--- src/rtl/mte_pkg.sv ---
package mte_pkg;
  // Half of the bit period currently being encoded
  typedef enum logic {
    HALF_A = 1'b0,  // first half: sampling edge for new data
    HALF_B = 1'b1   // second half: held data is used
  } half_e;
endpackage

--- src/rtl/mte_rst_sync.sv ---
module mte_rst_sync #(
  parameter int STAGES = 2
) (
  input  logic clk,
  input  logic arst_n,
  output logic rst_sync_n
);
  logic [STAGES-1:0] sync_q;
  logic [STAGES-1:0] sync_d;

  generate
    if (STAGES == 1) begin : g_single
      always_comb sync_d = 1'b1;
    end else begin : g_chain
      always_comb sync_d = {sync_q[STAGES-2:0], 1'b1};
    end
  endgenerate

  always_ff @(posedge clk or negedge arst_n) begin
    if (!arst_n) sync_q <= '0;
    else         sync_q <= sync_d;
  end

  assign rst_sync_n = sync_q[STAGES-1];
endmodule

--- src/rtl/mte_phase_gen.sv ---
module mte_phase_gen
  import mte_pkg::*;
(
  input  logic  clk,
  input  logic  rst_n,
  output half_e half,
  output logic  first_half
);
  half_e half_q;
  half_e half_d;

  always_comb begin
    half_d = (half_q == HALF_A) ? HALF_B : HALF_A;
  end

  always_ff @(posedge clk or negedge rst_n) begin
    if (!rst_n) half_q <= HALF_A;
    else        half_q <= half_d;
  end

  assign half       = half_q;
  assign first_half = (half_q == HALF_A);
endmodule

--- src/rtl/mte_bit_hold.sv ---
module mte_bit_hold (
  input  logic clk,
  input  logic rst_n,
  input  logic first_half,
  input  logic bit_in,
  input  logic bit_valid,
  output logic cur_bit,
  output logic cur_vld,
  output logic hold_vld
);
  logic bit_q, vld_q;
  logic bit_d, vld_d;

  // load enable: only the edge opening a bit period captures new data
  always_comb begin
    bit_d = bit_q;
    vld_d = vld_q;
    if (first_half) begin
      bit_d = bit_in;
      vld_d = bit_valid;
    end
  end

  always_ff @(posedge clk or negedge rst_n) begin
    if (!rst_n) begin
      bit_q <= 1'b0;
      vld_q <= 1'b0;
    end else begin
      bit_q <= bit_d;
      vld_q <= vld_d;
    end
  end

  // first half uses the live inputs, second half uses the held copy
  assign cur_bit  = first_half ? bit_in    : bit_q;
  assign cur_vld  = first_half ? bit_valid : vld_q;
  assign hold_vld = vld_q;
endmodule

--- src/rtl/mte_retime.sv ---
module mte_retime (
  input  logic clk,
  input  logic rst_n,
  input  logic first_half,
  input  logic cur_bit,
  input  logic cur_vld,
  output logic line_out,
  output logic sym_start
);
  logic line_q, start_q;
  logic line_d, start_d;
  logic phase_clk;

  // phase clock is high during the first half of the bit period
  assign phase_clk = first_half;

  always_comb begin
    line_d  = cur_vld & (cur_bit ^ phase_clk);
    start_d = cur_vld & first_half;
  end

  always_ff @(posedge clk or negedge rst_n) begin
    if (!rst_n) begin
      line_q  <= 1'b0;
      start_q <= 1'b0;
    end else begin
      line_q  <= line_d;
      start_q <= start_d;
    end
  end

  assign line_out  = line_q;
  assign sym_start = start_q;
endmodule

--- src/rtl/manchester_retimed_tx.sv ---
module manchester_retimed_tx
  import mte_pkg::*;
#(
  parameter int SYNC_STAGES = 2
) (
  input  logic clk2x,
  input  logic rst_n,
  input  logic bit_in,
  input  logic bit_valid,
  output logic line_out,
  output logic sym_start
);
  logic  rst_int_n;
  half_e half;
  logic  first_half;
  logic  cur_bit, cur_vld, hold_vld;

  mte_rst_sync #(.STAGES(SYNC_STAGES)) u_rst_sync (
    .clk        (clk2x),
    .arst_n     (rst_n),
    .rst_sync_n (rst_int_n)
  );

  mte_phase_gen u_phase (
    .clk        (clk2x),
    .rst_n      (rst_int_n),
    .half       (half),
    .first_half (first_half)
  );

  mte_bit_hold u_hold (
    .clk        (clk2x),
    .rst_n      (rst_int_n),
    .first_half (first_half),
    .bit_in     (bit_in),
    .bit_valid  (bit_valid),
    .cur_bit    (cur_bit),
    .cur_vld    (cur_vld),
    .hold_vld   (hold_vld)
  );

  mte_retime u_retime (
    .clk        (clk2x),
    .rst_n      (rst_int_n),
    .first_half (first_half),
    .cur_bit    (cur_bit),
    .cur_vld    (cur_vld),
    .line_out   (line_out),
    .sym_start  (sym_start)
  );
endmodule

--- config.mk ---
export PLATFORM = sky130hd
export DESIGN_NAME = manchester_retimed_tx
export DESIGN_NICKNAME = d
export VERILOG_FILES = /design/src/rtl/mte_pkg.sv /design/src/rtl/mte_rst_sync.sv /design/src/rtl/mte_phase_gen.sv /design/src/rtl/mte_bit_hold.sv /design/src/rtl/mte_retime.sv /design/src/rtl/manchester_retimed_tx.sv
export SDC_FILE = /design/constraint.sdc
export NUM_CORES = 1
export LEC_CHECK = 0
export ABC_AREA = 1
export BUFFER_PORTS_ARGS = -buffer_cell sky130_fd_sc_hd__buf_2
export CORE_AREA = 2 2 39 41
export CTS_CLUSTER_SIZE = 16
export DETAILED_ROUTE_END_ITERATION = 10
export DIE_AREA = 0 0 41 43
export PLACE_DENSITY = 0.38
export SLEW_MARGIN = 20
export SYNTH_ARGS = -nofsm -noshare
export SYNTH_HDL_FRONTEND = slang
export SYNTH_SLANG_ARGS = --single-unit
--- constraint.sdc ---
create_clock -name clk2x -period 0.8 [get_ports clk2x]
set_input_delay 0.16 -clock clk2x [delete_from_list [all_inputs] [get_ports clk2x]]
set_output_delay 0.16 -clock clk2x [all_outputs]
set_load 0.01 [all_outputs]
======== After elaboration in Yosys (flattened, before gate mapping) ========
Index checks and enable logic that the tools add are counted.
cells by class
  muxes and demuxes ....................... 3
  bitwise gates (word level) .............. 4
operators with widths
  operator           count
  two-way mux 1 bit  3
  AND 1 bit          2
  NOT 1 bit          1
  bitwise XOR 1 bit  1
storage, ports and cells
  register bits after elaboration ......... 7
  output and inout bits ................... 2

======== Depth between registers and ports, before layout ========
Gate-level depths: netlist of the first run.
  depth in word-level cells ............... 3
  mapped depth ............................ 4
  mapped depth without buffers ............ 4

======== Cells and area by module ========
A second synthesis of the first run with hierarchy kept.
second synthesis, totals
  cell total of the unflattened synthesis .. 22
  area, all modules ....................... 231.5 sq um
by module, submodules not included
  module         instances  cells an instance  area each (sq um)  sequential area each (sq um)
  mte_bit_hold   1          9                  76.3               50.0
  mte_retime     1          8                  72.6               50.0
  mte_rst_sync   1          3                  53.8               50.0
  mte_phase_gen  1          2                  28.8               25.0

======== Worst setup path before layout of the first run ========
No wires, ideal clock.
  path type ............................... register to register
  from .................................... reg u_phase.half_q, in the netlist u_phase.half
  to ...................................... reg u_retime.line_q, in the netlist u_retime.line_out
  arrival time ............................ 0.633 ns
  required time ........................... 0.681 ns
  setup slack ............................. 0.048 ns
  cell stages (with the launch flop) ...... 5
  clock period less this slack ............ 0.752 ns
  path through ............................ dfrtp_1 > nand2_1 > inv_1 > nor2_1 > nor2_1
on the way
  word-level cells in the longest chain between the ends .. 3
  elaborated cells on any way between the ends .. 5
  classes of those cells .................. 2 x mux; 3 x bitwise
ends and longest elaborated chain
  element                                         RTL line             RTL
  start: declaration                              mte_phase_gen.sv:9   half_e half_q;
  start signal: assignment                        mte_phase_gen.sv:18  else half_q <= half_d;
  two-way mux 1 bit or NOT 1 bit (tied branches)  -
  bitwise XOR 1 bit                               mte_retime.sv:18     line_d = cur_vld & (cur_bit ^ phase_clk);
  AND 1 bit (*)                                   mte_retime.sv:18
  via u_retime.line_d                             mte_retime.sv:11     logic line_d, start_d;
  end signal: assignment                          mte_retime.sv:27     line_q <= line_d;
  end: declaration                                mte_retime.sv:10     logic line_q, start_q;
Mark *: on every way through the listed nets, which the timed path passes. The rest lies on a longest branch.

======== Worst setup path after layout of the first run ========
  from .................................... reg u_retime.start_q, in the netlist u_retime.sym_start
  to ...................................... out sym_start
RTL lines
  element                   RTL line                     RTL
  start: declaration        mte_retime.sv:10
  start signal: assignment  mte_retime.sv:28             start_q <= start_d;
  end: declaration          manchester_retimed_tx.sv:11  output logic sym_start
No word-level cell between the ends.

==> results of run 1 <==
==> layout by cell type (no fill, tap or decap), drive strengths merged <==
cell type	n
buf	5
clkbuf	4
conb	1
dfrtp	7
dlygate4sd3	1
inv	5
nand2	4
nor2	3
o21ai	1
==> cell families (layout without fill, tap and decap cells) <==
family                 after synthesis  count (layout)
AND/OR/NAND/NOR                      7               7
flip-flops                           7               7
other                                1               1
AO/OA/AOI/OAI                        1               1
buffers and inverters                5              15
==> worst paths after layout <==
check | slack (ns) | end
setup / recovery | -0.09 | sym_start
hold / removal | 0.07 | u_hold.bit_q$_DFF_PN0_
setup reg to reg | 0.01 | u_retime.line_out$_DFF_PN0_
hold reg to reg | 0.07 | u_hold.bit_q$_DFF_PN0_
max in group asynchronous | 0.49 | u_rst_sync.sync_q[1]$_DFF_PN0_
min in group clk2x | 0.14 | u_hold.bit_q$_DFF_PN0_
==> layer usage <==
metal  vias up  routed length (um)  GRT usage [%]
met5         -                   0              0
met4         0                   0          6.000
met3         0                  30          6.283
met2         4                 202          9.063
met1        76                 121          3.654
li1         76                   -              -
==> layout make-up <==
class / count / area share [%]
timing repair buffer: 6 / 10.57
multi-input combinational: 9 / 16.60
inverter: 5 / 5.660
clock buffer: 4 / 7.925
tap: 16 / 6.038
sequential: 7 / 53.21
==> through the flow <==
stage	hold WS, ns	area [um2]	worst slack, ns	power (W)	cells
floorplan	-0.1356	229.0	0.04770	0.0003911	21
global placement	-0.05581	274.0	0.01100	0.0004052	42
detailed placement	-0.05352	274.0	-0.008042	0.0004063	42
CTS	0.08482	315.3	-0.1048	0.0007341	47
global route	0.1000	331.6	-0.1249	0.0007746	47
finish	0.07386	331.6	-0.08884	0.0007229	47
==> flip-flops by register name, indices dropped and copies added (netlist names) <==
name,flops
u_hold.bit_q,1
u_phase.half,1
u_retime.sym_start,1
u_retime.line_out,1
u_hold.hold_vld,1
u_rst_sync.sync_q,2
==> power groups by stage <==
stage,registers (W),clock network (W),logic [W]
final,0.000375,0.000311,0.0000364
after global routing,0.000377,0.000356,0.0000412
after CTS,0.000376,0.000328,0.0000309
after detailed placement,0.000381,0,0.0000248
after global placement,0.000381,0,0.0000243
after floorplan,0.000381,0,0.0000103
==> timing repair <==
item / in CTS / in global routing
endpoints found under the setup margin: 4 / 5
cloned: 0 / 0
endpoints found under the hold margin: 2 / 0
setup buffers: 0 / 0
pin swaps: 1 / 2
hold buffers: 1 / 0
gates resized for setup: 2 / 6
==> flow_summary.json, run 1 <==
{
  "netlist.area_leader.share_pct": 76.50,
  "violations": "negative setup slack",
  "synthArstFlopShare_pct": 100.0,
  "p_per_area_nw_per_um2": 2180,
  "route.detailed.drc": 0,
  "mappedNetlistArea_um2": 229.0,
  "ys_ff_latch": 7,
  "leakage_nw": 0.1745,
  "clk_latency_ns": 0.25,
  "grt_overflow": 0,
  "grt_max_degree": 6,
  "grt_pass1_vias": 179,
  "synth_most_common_cell": "dfrtp_1",
  "avgSynthCellArea_um2": 10.90,
  "p_int_w": 0.0005764,
  "drv_slew": 0,
  "synthSimpleGateAreaFrac_pct": 11.48,
  "fin_worst_skew_ns": 0.0001350,
  "crit_start": "u_retime.sym_start$_DFF_PN0_",
  "synth_xor_area_share_pct": 0,
  "core_area_um2": 1384,
  "clock-root-buffer": "clkbuf_4",
  "crit-reg2reg-launch": "u_phase.half$_DFF_PN0_",
  "place.gp.congestion": 0.6081,
  "synthTopCellsByCount": "dfrtp_1, inv_1, nand2_1, nor2_1",
  "synthAdderAreaFrac_pct": 0,
  "syn_to_final_growth_pct": 44.81,
  "tns_ns": -0.1765,
  "combPwrFrac_pct": 5.0,
  "status": "finished, violations left",
  "wl_per_cell_um": 7.511,
  "switching_power_w": 0.0001465,
  "syn_inst": 21,
  "antenna_left": 0,
  "nets": 36,
  "num_vias": 156,
  "drt_wl_total_um": 353,
  "routed_via_density": 3.319,
  "pwr-share-seq_pct": 51.9,
  "worst-r2r-cell-count": 4,
  "diodes": 0,
  "max_clock_freq_mhz": 1125,
  "clk_path_buf_depth": 2,
  "worst_path_largest_cell_delay_ns": 0.35,
  "die_w_um": 41,
  "min_period_over_period_pct": 111.1,
  "multi_input_area_um2": 55.05,
  "dr.first_iter.drc_count": 0,
  "startpoint_type": "flip-flop",
  "htree_levels": 1,
  "io_pins": 6,
  "hpwl_um": 288.4,
  "drive_above_1_share_pct": 48.39,
  "clk_pin_slew_ns": 0.05,
  "crit_path_max_fanout": 1,
  "critPathTopFamily": "flip-flops",
  "synth.mux.area_fraction_pct": 0,
  "postLayoutCoreUtil_pct": 23.96,
  "synthTopCellsByArea": "dfrtp_1, inv_1, nand2_1, nor2_1, o21ai_0",
  "crit_chain": "buf_2",
  "placementRows": 14,
  "regArea_um2": 176.4,
  "maxCapViolations": 0,
  "synth_top_area_cell": "dfrtp_1",
  "ys.flop_type": "dfrtp_1",
  "rsz0062_at_grt": "yes",
  "path_class": "flip-flop to primary output",
  "arrival_ns": 0.73,
  "synth_edf_count": 0,
  "syn_nets": 25,
  "final-setup-viol-count": 2,
  "dieArea_um2": 1763,
  "critPathCaptureType": "primary output",
  "setup_slack_ns": -0.08884,
  "critical-path-slowest-cell": "dfrtp_1",
  "yosys_warnings": 0,
  "synth_top_family_by_area": "simple AND/OR/NAND/NOR gates",
  "grt_use_total_pct": 6.187,
  "path_depth": 1,
  "grt_first_pass_wirelength_um": 627,
  "clockPowerShare_pct": 43.0,
  "finalHoldViolations": 0,
  "antenna_found_initial": 0,
  "synth-compound-area-share_pct": 2.186,
  "cp.required_ns": 0.64,
  "dr.pass1.iters": 1,
  "die_h_um": 43,
  "ys_seq_area_share_pct": 76.50,
  "cts_sinks": 7,
  "cts_tree": "done",
  "crit_buf_inv": 1,
  "swShare_pct": 20.26,
  "fin_crit_ns": 0.8888,
  "filler_cell_count": 153,
  "synth_cell_types": 7,
  "io_buffers": 5,
  "vdd_drop_max_mv": 0.6809,
  "hold_class": "flip-flop to async pin",
  "cts_made_buffers": 3,
  "start_util_pct": 16.55
}
(Power assumes the default switching activity.)
==> run 2: changes to the inputs <==
--- a/config.mk
+++ b/config.mk
@@ -11,6 +11,7 @@
 export CTS_CLUSTER_SIZE = 16
 export DETAILED_ROUTE_END_ITERATION = 10
 export DIE_AREA = 0 0 41 43
+export GPL_TIMING_DRIVEN = 0
 export PLACE_DENSITY = 0.38
 export SLEW_MARGIN = 20
 export SYNTH_ARGS = -nofsm -noshare
==> run 2 against run 1 <==
- routed wire length increased by 4.0%
- critical endpoint is now line_out
- global-route usage decreased by 0.10 points
- sequential cell count did not move
- the flow still finishes with violations (negative setup slack)
==> flow_summary.json, run 2 (synthesis gave the netlist of run 1 again) <==
{
  "io_buffers": 5,
  "final_area_um2": 317.8,
  "grt_first_pass_wirelength_um": 634,
  "drive_above_1_share_pct": 38.71,
  "grt_overflow": 0,
  "die_w_um": 41,
  "cts_made_buffers": 3,
  "finalHoldViolations": 0,
  "violations": "negative setup slack",
  "min_period_over_period_pct": 112.3,
  "arrival_ns": 0.74,
  "filler_cell_count": 165,
  "vdd_drop_max_mv": 0.5754,
  "dr.first_iter.drc_count": 0,
  "dr.pass1.iters": 1,
  "tns_ns": -0.1938,
  "setup_slack_ns": -0.09802,
  "hpwl_um": 288.4,
  "final_common_cell": "dfrtp_1",
  "largest_register_ffs": 2,
  "crit_path_max_fanout": 1,
  "power_w": 0.0007274,
  "route.detailed.drc": 0,
  "io_pins": 6,
  "crit_chain": "buf_2",
  "critPathCaptureType": "primary output",
  "syn_to_final_growth_pct": 38.80,
  "clk_latency_ns": 0.25,
  "p_per_area_nw_per_um2": 2289,
  "place.gp.congestion": 0.6550,
  "worst_path_largest_cell_delay_ns": 0.35,
  "stdcell_count": 47,
  "path_class": "flip-flop to primary output",
  "post-place-cells": 42,
  "cp.required_ns": 0.64,
  "core_area_um2": 1384,
  "hold_class": "flip-flop to async pin",
  "start_util_pct": 16.55,
  "grt_max_degree": 6,
  "antenna_left": 0,
  "clk_path_buf_depth": 2,
  "leakage_nw": 0.1753,
  "drt_wl_total_um": 367,
  "dpl-instance-area_um2": 274.0,
  "num_vias": 166,
  "critical-path-slowest-cell": "dfrtp_1",
  "placementRows": 14,
  "critPathTopFamily": "flip-flops",
  "cts_sinks": 7,
  "clock-root-buffer": "clkbuf_4",
  "final_cell_mix": "dfrtp_1, buf_2, inv_1, nand2_1, clkbuf_4",
  "grt_use_total_pct": 6.085,
  "routed_via_density": 3.532,
  "wl_per_cell_um": 7.809,
  "fin_crit_ns": 0.8980,
  "cts_tree": "done",
  "rsz0062_at_grt": "yes",
  "maxCapViolations": 0,
  "crit_buf_inv": 1,
  "dieArea_um2": 1763,
  "final-setup-viol-count": 2,
  "clk_pin_slew_ns": 0.05,
  "nets": 36,
  "fin_worst_skew_ns": 0.001776,
  "status": "finished, violations left",
  "die_h_um": 43,
  "antenna_found_initial": 0,
  "grt_pass1_vias": 187,
  "drv_slew": 0,
  "max_clock_freq_mhz": 1114,
  "startpoint_type": "flip-flop",
  "diodes": 0,
  "dp_slack_ns": -0.02484,
  "regMostFlops": "u_rst_sync.sync_q",
  "htree_levels": 1
}
==> run 2: cell counts in the layout (fill, tap and decap cells not counted) <==
No cell type changed its count.
==> run 2: report_power, final <==
group	switching (W)	internal (W)	total, W
combinational	0.0000152	0.0000163	0.0000315
clock	0.000131	0.000190	0.000321
sequential	0.00000735	0.000368	0.000375
total	0.000153	0.000574	0.000727
==> run 2: cell type report <==
type	count	area [um2]	share of cell area (%)
Sequential cell	7	175.2	55.12
Multi-Input combinational cell	9	42.54	13.39
Timing Repair Buffer	6	35.03	11.02
Clock buffer	4	26.28	8.268
Tap cell	16	20.02	6.299
Inverter	5	18.77	5.906
==> run 2: through the flow <==
stage / hold WS [ns] / util, %
after floorplan: -0.1356 / -
final: 0.08208 / 22.97
after global placement: -0.05494 / 19.80
after CTS: 0.08826 / 22.78
after global routing: 0.1095 / 22.97
after detailed placement: -0.05255 / 19.80
==> run 2: metal layers <==
layer / part of all wire, % / vias up / track usage (%) / routed length [um]
met4: 0 / 0 / 8.000 / 0
met2: 61 / 6 / 9.063 / 223
met5: 0 / - / 0 / 0
met1: 28 / 83 / 4.319 / 104
met3: 11 / 0 / 3.141 / 39
li1: - / 77 / - / -
==> run 2: what timing repair did <==
action,CTS,global route
buffers inserted,0,0
hold buffers,1,0
endpoints found under the setup margin,4,5
pin swaps,2,0
hold endpoints to repair,2,0
gates resized for setup,2,1
cloned,0,0
==> run 2: path summary, 6_finish.rpt <==
check                                          startpoint                        endpoint  slack, ns  cells past startpoint
setup reg to reg                   u_phase.half$_DFF_PN0_     u_retime.line_out$_DFF_PN0_       0.01                      4
max in group asynchronous                           rst_n  u_rst_sync.sync_q[1]$_DFF_PN0_       0.50                      2
min in group clk2x                              bit_valid    u_retime.sym_start$_DFF_PN0_       0.14                      3
setup / recovery              u_retime.line_out$_DFF_PN0_                        line_out       -0.1                      1
hold reg to reg            u_rst_sync.sync_q[1]$_DFF_PN0_       u_hold.hold_vld$_DFF_PN0_       0.08                      0
hold / removal             u_rst_sync.sync_q[1]$_DFF_PN0_       u_hold.hold_vld$_DFF_PN0_       0.08                      0
